==> src/rtl/ioPortPkg.sv <==
package ioPortPkg;
  localparam int BYTE_W    = 8;
  localparam int LANES     = 2;
  localparam int WORD_W    = BYTE_W * LANES;
  localparam int SEL_W     = 3;
  localparam int NUM_PORTS = 1 << SEL_W;

  // strobes handed from control to datapath
  typedef struct packed {
    logic                 ioRd;
    logic                 ioWr;
    logic [NUM_PORTS-1:0] portSel;
    logic [LANES-1:0]     laneEn;
  } portStrobeT;
endpackage

==> src/rtl/ioSelDecoder.sv <==
module ioSelDecoder #(
  parameter int SEL_W = 3,
  localparam int OUTS = 1 << SEL_W
) (
  input  logic             g1,
  input  logic             g2aN,
  input  logic             g2bN,
  input  logic [SEL_W-1:0] sel,
  output logic [OUTS-1:0]  lineOut
);
  logic enabled;
  assign enabled = g1 & ~g2aN & ~g2bN;

  for (genvar i = 0; i < OUTS; i++) begin : g_line
    assign lineOut[i] = enabled && (sel == SEL_W'(i));
  end
endmodule

==> src/rtl/ioPortCtrl.sv <==
module ioPortCtrl
  import ioPortPkg::*;
#(
  parameter logic [7:0] HI_MATCH = 8'h00
) (
  input  logic        rdN,
  input  logic        wrN,
  input  logic        memIoN,
  input  logic [15:0] addr,
  input  logic        bheN,
  output portStrobeT  strobes
);
  logic ioRd, ioWr, pageHit, groupHit;
  logic [NUM_PORTS-1:0] lines;

  assign ioRd     = ~rdN & ~memIoN;
  assign ioWr     = ~wrN & ~memIoN;
  assign pageHit  = (addr[15:8] == HI_MATCH);
  assign groupHit = &addr[7:4];

  ioSelDecoder #(.SEL_W(SEL_W)) i_dec (
    .g1     (pageHit & groupHit),
    .g2aN   (addr[3]),
    .g2bN   (~(ioRd | ioWr)),
    .sel    (addr[SEL_W-1:0]),
    .lineOut(lines)
  );

  always_comb begin
    strobes.ioRd      = ioRd;
    strobes.ioWr      = ioWr;
    strobes.portSel   = lines;
    strobes.laneEn[0] = ~addr[0];
    strobes.laneEn[1] = ~bheN;
  end
endmodule

==> src/rtl/ioPortDatapath.sv <==
module ioPortDatapath
  import ioPortPkg::*;
(
  input  logic                        clk,
  input  logic                        rstN,
  input  portStrobeT                  strobes,
  input  logic [WORD_W-1:0]           dataIn,
  input  logic [NUM_PORTS*WORD_W-1:0] portIn,
  output logic [NUM_PORTS*WORD_W-1:0] portOut,
  output logic [WORD_W-1:0]           rdData,
  output logic [LANES-1:0]            rdOe
);
  logic hit;
  logic [WORD_W-1:0] muxWord;

  assign hit = |strobes.portSel;

  for (genvar p = 0; p < NUM_PORTS; p++) begin : g_port
    for (genvar l = 0; l < LANES; l++) begin : g_lane
      always_ff @(posedge clk or negedge rstN) begin
        if (!rstN)
          portOut[p*WORD_W + l*BYTE_W +: BYTE_W] <= '0;
        else if (strobes.ioWr && strobes.portSel[p] && strobes.laneEn[l])
          portOut[p*WORD_W + l*BYTE_W +: BYTE_W] <= dataIn[l*BYTE_W +: BYTE_W];
      end
    end
  end

  always_comb begin
    muxWord = '0;
    for (int p = 0; p < NUM_PORTS; p++)
      if (strobes.portSel[p]) muxWord |= portIn[p*WORD_W +: WORD_W];
  end

  assign rdOe = {LANES{strobes.ioRd & hit}} & strobes.laneEn;

  for (genvar l = 0; l < LANES; l++) begin : g_rd
    assign rdData[l*BYTE_W +: BYTE_W] = rdOe[l] ? muxWord[l*BYTE_W +: BYTE_W] : '0;
  end
endmodule

==> src/rtl/ioDecodedPort.sv <==
module ioDecodedPort
  import ioPortPkg::*;
#(
  parameter logic [7:0] HI_MATCH = 8'h00
) (
  input  logic          clk,
  input  logic          rstN,
  input  logic          rdN,
  input  logic          wrN,
  input  logic          memIoN,
  input  logic [15:0]   addr,
  input  logic          bheN,
  input  logic [15:0]   dataIn,
  output logic [15:0]   rdData,
  output logic [1:0]    rdOe,
  input  logic [127:0]  portIn,
  output logic [127:0]  portOut
);
  portStrobeT strobes;

  ioPortCtrl #(.HI_MATCH(HI_MATCH)) i_ctrl (
    .rdN(rdN), .wrN(wrN), .memIoN(memIoN), .addr(addr), .bheN(bheN),
    .strobes(strobes)
  );

  ioPortDatapath i_dp (
    .clk(clk), .rstN(rstN), .strobes(strobes), .dataIn(dataIn),
    .portIn(portIn), .portOut(portOut), .rdData(rdData), .rdOe(rdOe)
  );
endmodule

==> config.mk <==
export PLATFORM = sky130hd
export DESIGN_NAME = ioDecodedPort
export DESIGN_NICKNAME = d
export VERILOG_FILES = /design/src/rtl/ioPortPkg.sv /design/src/rtl/ioSelDecoder.sv /design/src/rtl/ioPortCtrl.sv /design/src/rtl/ioPortDatapath.sv /design/src/rtl/ioDecodedPort.sv
export SDC_FILE = /design/constraint.sdc
export NUM_CORES = 1
export LEC_CHECK = 0
export BUFFER_PORTS_ARGS = -buffer_cell sky130_fd_sc_hd__buf_4
export CAP_MARGIN = 20
export CORE_AREA = 2 2 122 124
export CTS_CLUSTER_DIAMETER = 150
export DETAILED_ROUTE_END_ITERATION = 10
export DIE_AREA = 0 0 124 126
export GPL_ROUTABILITY_DRIVEN = 0
export PLACE_DENSITY = 0.73
export REMOVE_ABC_BUFFERS = 1
export SYNTH_ARGS = -nofsm -noshare
export SYNTH_HDL_FRONTEND = slang
export SYNTH_HIERARCHICAL = 1
export SYNTH_SLANG_ARGS = --single-unit
==> constraint.sdc <==
create_clock -name clk -period 11.2 [get_ports clk]
set_clock_uncertainty 0.1 [all_clocks]
set_input_delay 2.24 -clock clk [delete_from_list [all_inputs] [get_ports clk]]
set_output_delay 2.24 -clock clk [all_outputs]
set_load 0.02 [all_outputs]
==> reports/qor.csv <==
metric,value,unit
status,finished clean,
drive_above_1_share,66.85,%
root_buffer,clkbuf_16,
gr-usage-all-layers,26.38,%
clock.fmax,132.2,MHz
total_power,0.001120,W
grt_pass1_wl,30.55,mm
start_util,39.55,%
drv_cap,0,
yosysSeqAreaShare,56.59,%
grt_pass1_vias,5371,
die_x,124,µm
coreArea,14310,µm²
synth_edf_count,0,
fin_crit,7.564,ns
ctsHoldBuffers,0,
ys_warn_count,6,
p_leak,4.669,nW
tns,0,ns
drt_iter0_drc,285,
io_pins,312,
htreeDepth,4,
synth_area_leader_cell,dfrtp_1,
grt_max_degree,82,
drc,0,
dieArea,15620,µm²
synth_async_sr_flop_share,100.0,%
end_kind,output pin,
cts_sinks,128,
largestRegisters,i_dp/portOut: 128 flops,
numCtsBuffers,17,
synth_top_area_share,56.59,%
worst-endpoint-arrival,5.22,ns
layout_worst_path_cycle_share,67.54,%
yosys-top-cells-area,"dfrtp_1 57%, mux2_2 25%, a22oi_1 4.2%",
ys_ff_latch,128,
n_fill_cell,1157,
clk_path_buf_depth,2,
final-setup-viol-count,0,
io_buffers,311,
dpl.hpwl,15.59,mm
via_per_inst,5.490,
first_pass_iters,4,
routed_wl,20.70,mm
min_path_type,flop to flop,
clk_pin_slew,0.05,ns
insertion_delay,0.40,ns
antenna_cells,0,
nNetsFinal,884,
largest_reg_flops,128,
ys.flop_type,dfrtp_1,
ant_nets,0,
relSlewSlack,32.74,%
syn_to_final_growth,56.34,%
synth_cell_types,28,
regMostFlops,i_dp/portOut,
synth_area_per_cell,14.12,µm²
die_y,126,µm
cts_setup_buffers,0,
overflow,0,
slew_viol_final,0,
worst_pin_slew,1.009,ns
crit_type,primary input to output pin,
synthCells,401,
antenna_found_initial,0,
cp-start-kind,primary input,
peakVddDrop,0.1259,mV
netlist_area,5660,µm²
synth_common_cells,"128 x dfrtp_1, 128 x mux2_2, 32 x a22oi_1",
path_max_fanout,19,
fp-row-count,44,
avgRoutedWirePerCell,22.65,µm
rsz0062_at_grt,no,
vias,5018,
cts_tree,built,
hold_violations,0,
cts-resized-gates,0,
cp_data_required_time,8.86,ns
p_per_area,126.6,nW/µm²
[kinds of logic after synthesis]
logic type | count (synthesis) | share of synthesized area [%]
AO/OA/AOI/OAI | 82 | 11.72
buffers and inverters | 24 | 2.033
flip-flops | 128 | 56.59
multiplexers | 128 | 25.46
AND/OR/NAND/NOR | 39 | 4.200
[metrics by stage]
stage | cells | setup WS, ns | util (%) | cell area [µm²] | hold WS, ns
2_1_floorplan | 381 | 3.215 | - | 5560 | 0.5353
3_3_place_gp | 882 | 3.542 | 57.25 | 8194 | 0.3905
3_5_place_dp | 882 | 3.464 | 57.25 | 8194 | 0.3943
4_1_cts | 913 | 3.457 | 61.75 | 8838 | 0.4059
5_1_grt | 914 | 3.517 | 61.83 | 8850 | 0.4133
6_report | 914 | 3.636 | 61.83 | 8850 | 0.4029
[critical path, stage by stage]
cell      delay (ns)
buf_4           0.10
or4_1           0.52
nor3_2          0.24
or3b_4          0.45
nor2_2          0.78
or4_4           0.30
o211ai_4        0.15
a31oi_1         0.24
buf_4           0.18
[power breakdown]
group	switching (W)	internal (W)
clock network	0.000187	0.000405
logic	0.0000280	0.0000382
registers	0.0000000116	0.000463
total	0.000215	0.000906
[final timing paths]
path                       slack (ns)                 to  cells after the start              start
max reg2reg                     10.31   i_dp/portOut[12]                      1   i_dp/portOut[12]
max in group asynchronous        7.80   i_dp/portOut[76]                      2               rstN
min                              0.40  i_dp/portOut[101]                      1  i_dp/portOut[101]
min reg2reg                      0.40  i_dp/portOut[101]                      1  i_dp/portOut[101]
max                              3.64          rdData[2]                      9            addr[9]
min in group asynchronous        1.74   i_dp/portOut[82]                      1               rstN
[layer usage]
| layer | track usage (%) | share of wire (%) | wire (µm) | vias up |
|---|---|---|---|---|
| li1 | - | - | - | 2187 |
| met1 | 29.92 | 36 | 7537 | 2526 |
| met2 | 45.25 | 52 | 10780 | 247 |
| met3 | 6.205 | 7.2 | 1498 | 58 |
| met4 | 14.67 | 4.3 | 887 | 0 |
| met5 | 0 | 0 | 0 | - |
[placed cells by master, fill, tap and decap left out, types with 2 or more instances in the layout]
cell | synthesis | routed
buf_4 | 2 | 317
mux2_2 | 128 | 128
dfrtp_1 | 128 | 128
a22oi_1 | 32 | 32
clkbuf_16 | 0 | 17
a22o_1 | 16 | 16
a221oi_1 | 16 | 16
a31oi_1 | 16 | 16
nand2_1 | 16 | 16
bufinv_16 | 0 | 5
nor2_1 | 7 | 5
inv_1 | 3 | 3
clkbuf_8 | 0 | 2
clkinvlp_4 | 0 | 2
clkbuf_1 | 3 | 2
clkinv_2 | 0 | 2
nand3b_1 | 2 | 2
nor2_2 | 0 | 2
nor4_2 | 0 | 2
or4_4 | 2 | 2
o211ai_4 | 2 | 2
and2_1 | 2 | 2
[final cells by class]
cell class | count | area (µm²) | share of cell area (%)
Clock buffer | 21 | 460.4 | 5.203
Clock inverter | 10 | 183.9 | 2.078
Inverter | 4 | 15.01 | 0.1697
Multi-Input combinational cell | 249 | 2366 | 26.74
Sequential cell | 128 | 3203 | 36.19
Tap cell | 184 | 230.2 | 2.601
Timing Repair Buffer | 318 | 2391 | 27.02
Note: power is estimated with default switching activity, not from simulation.
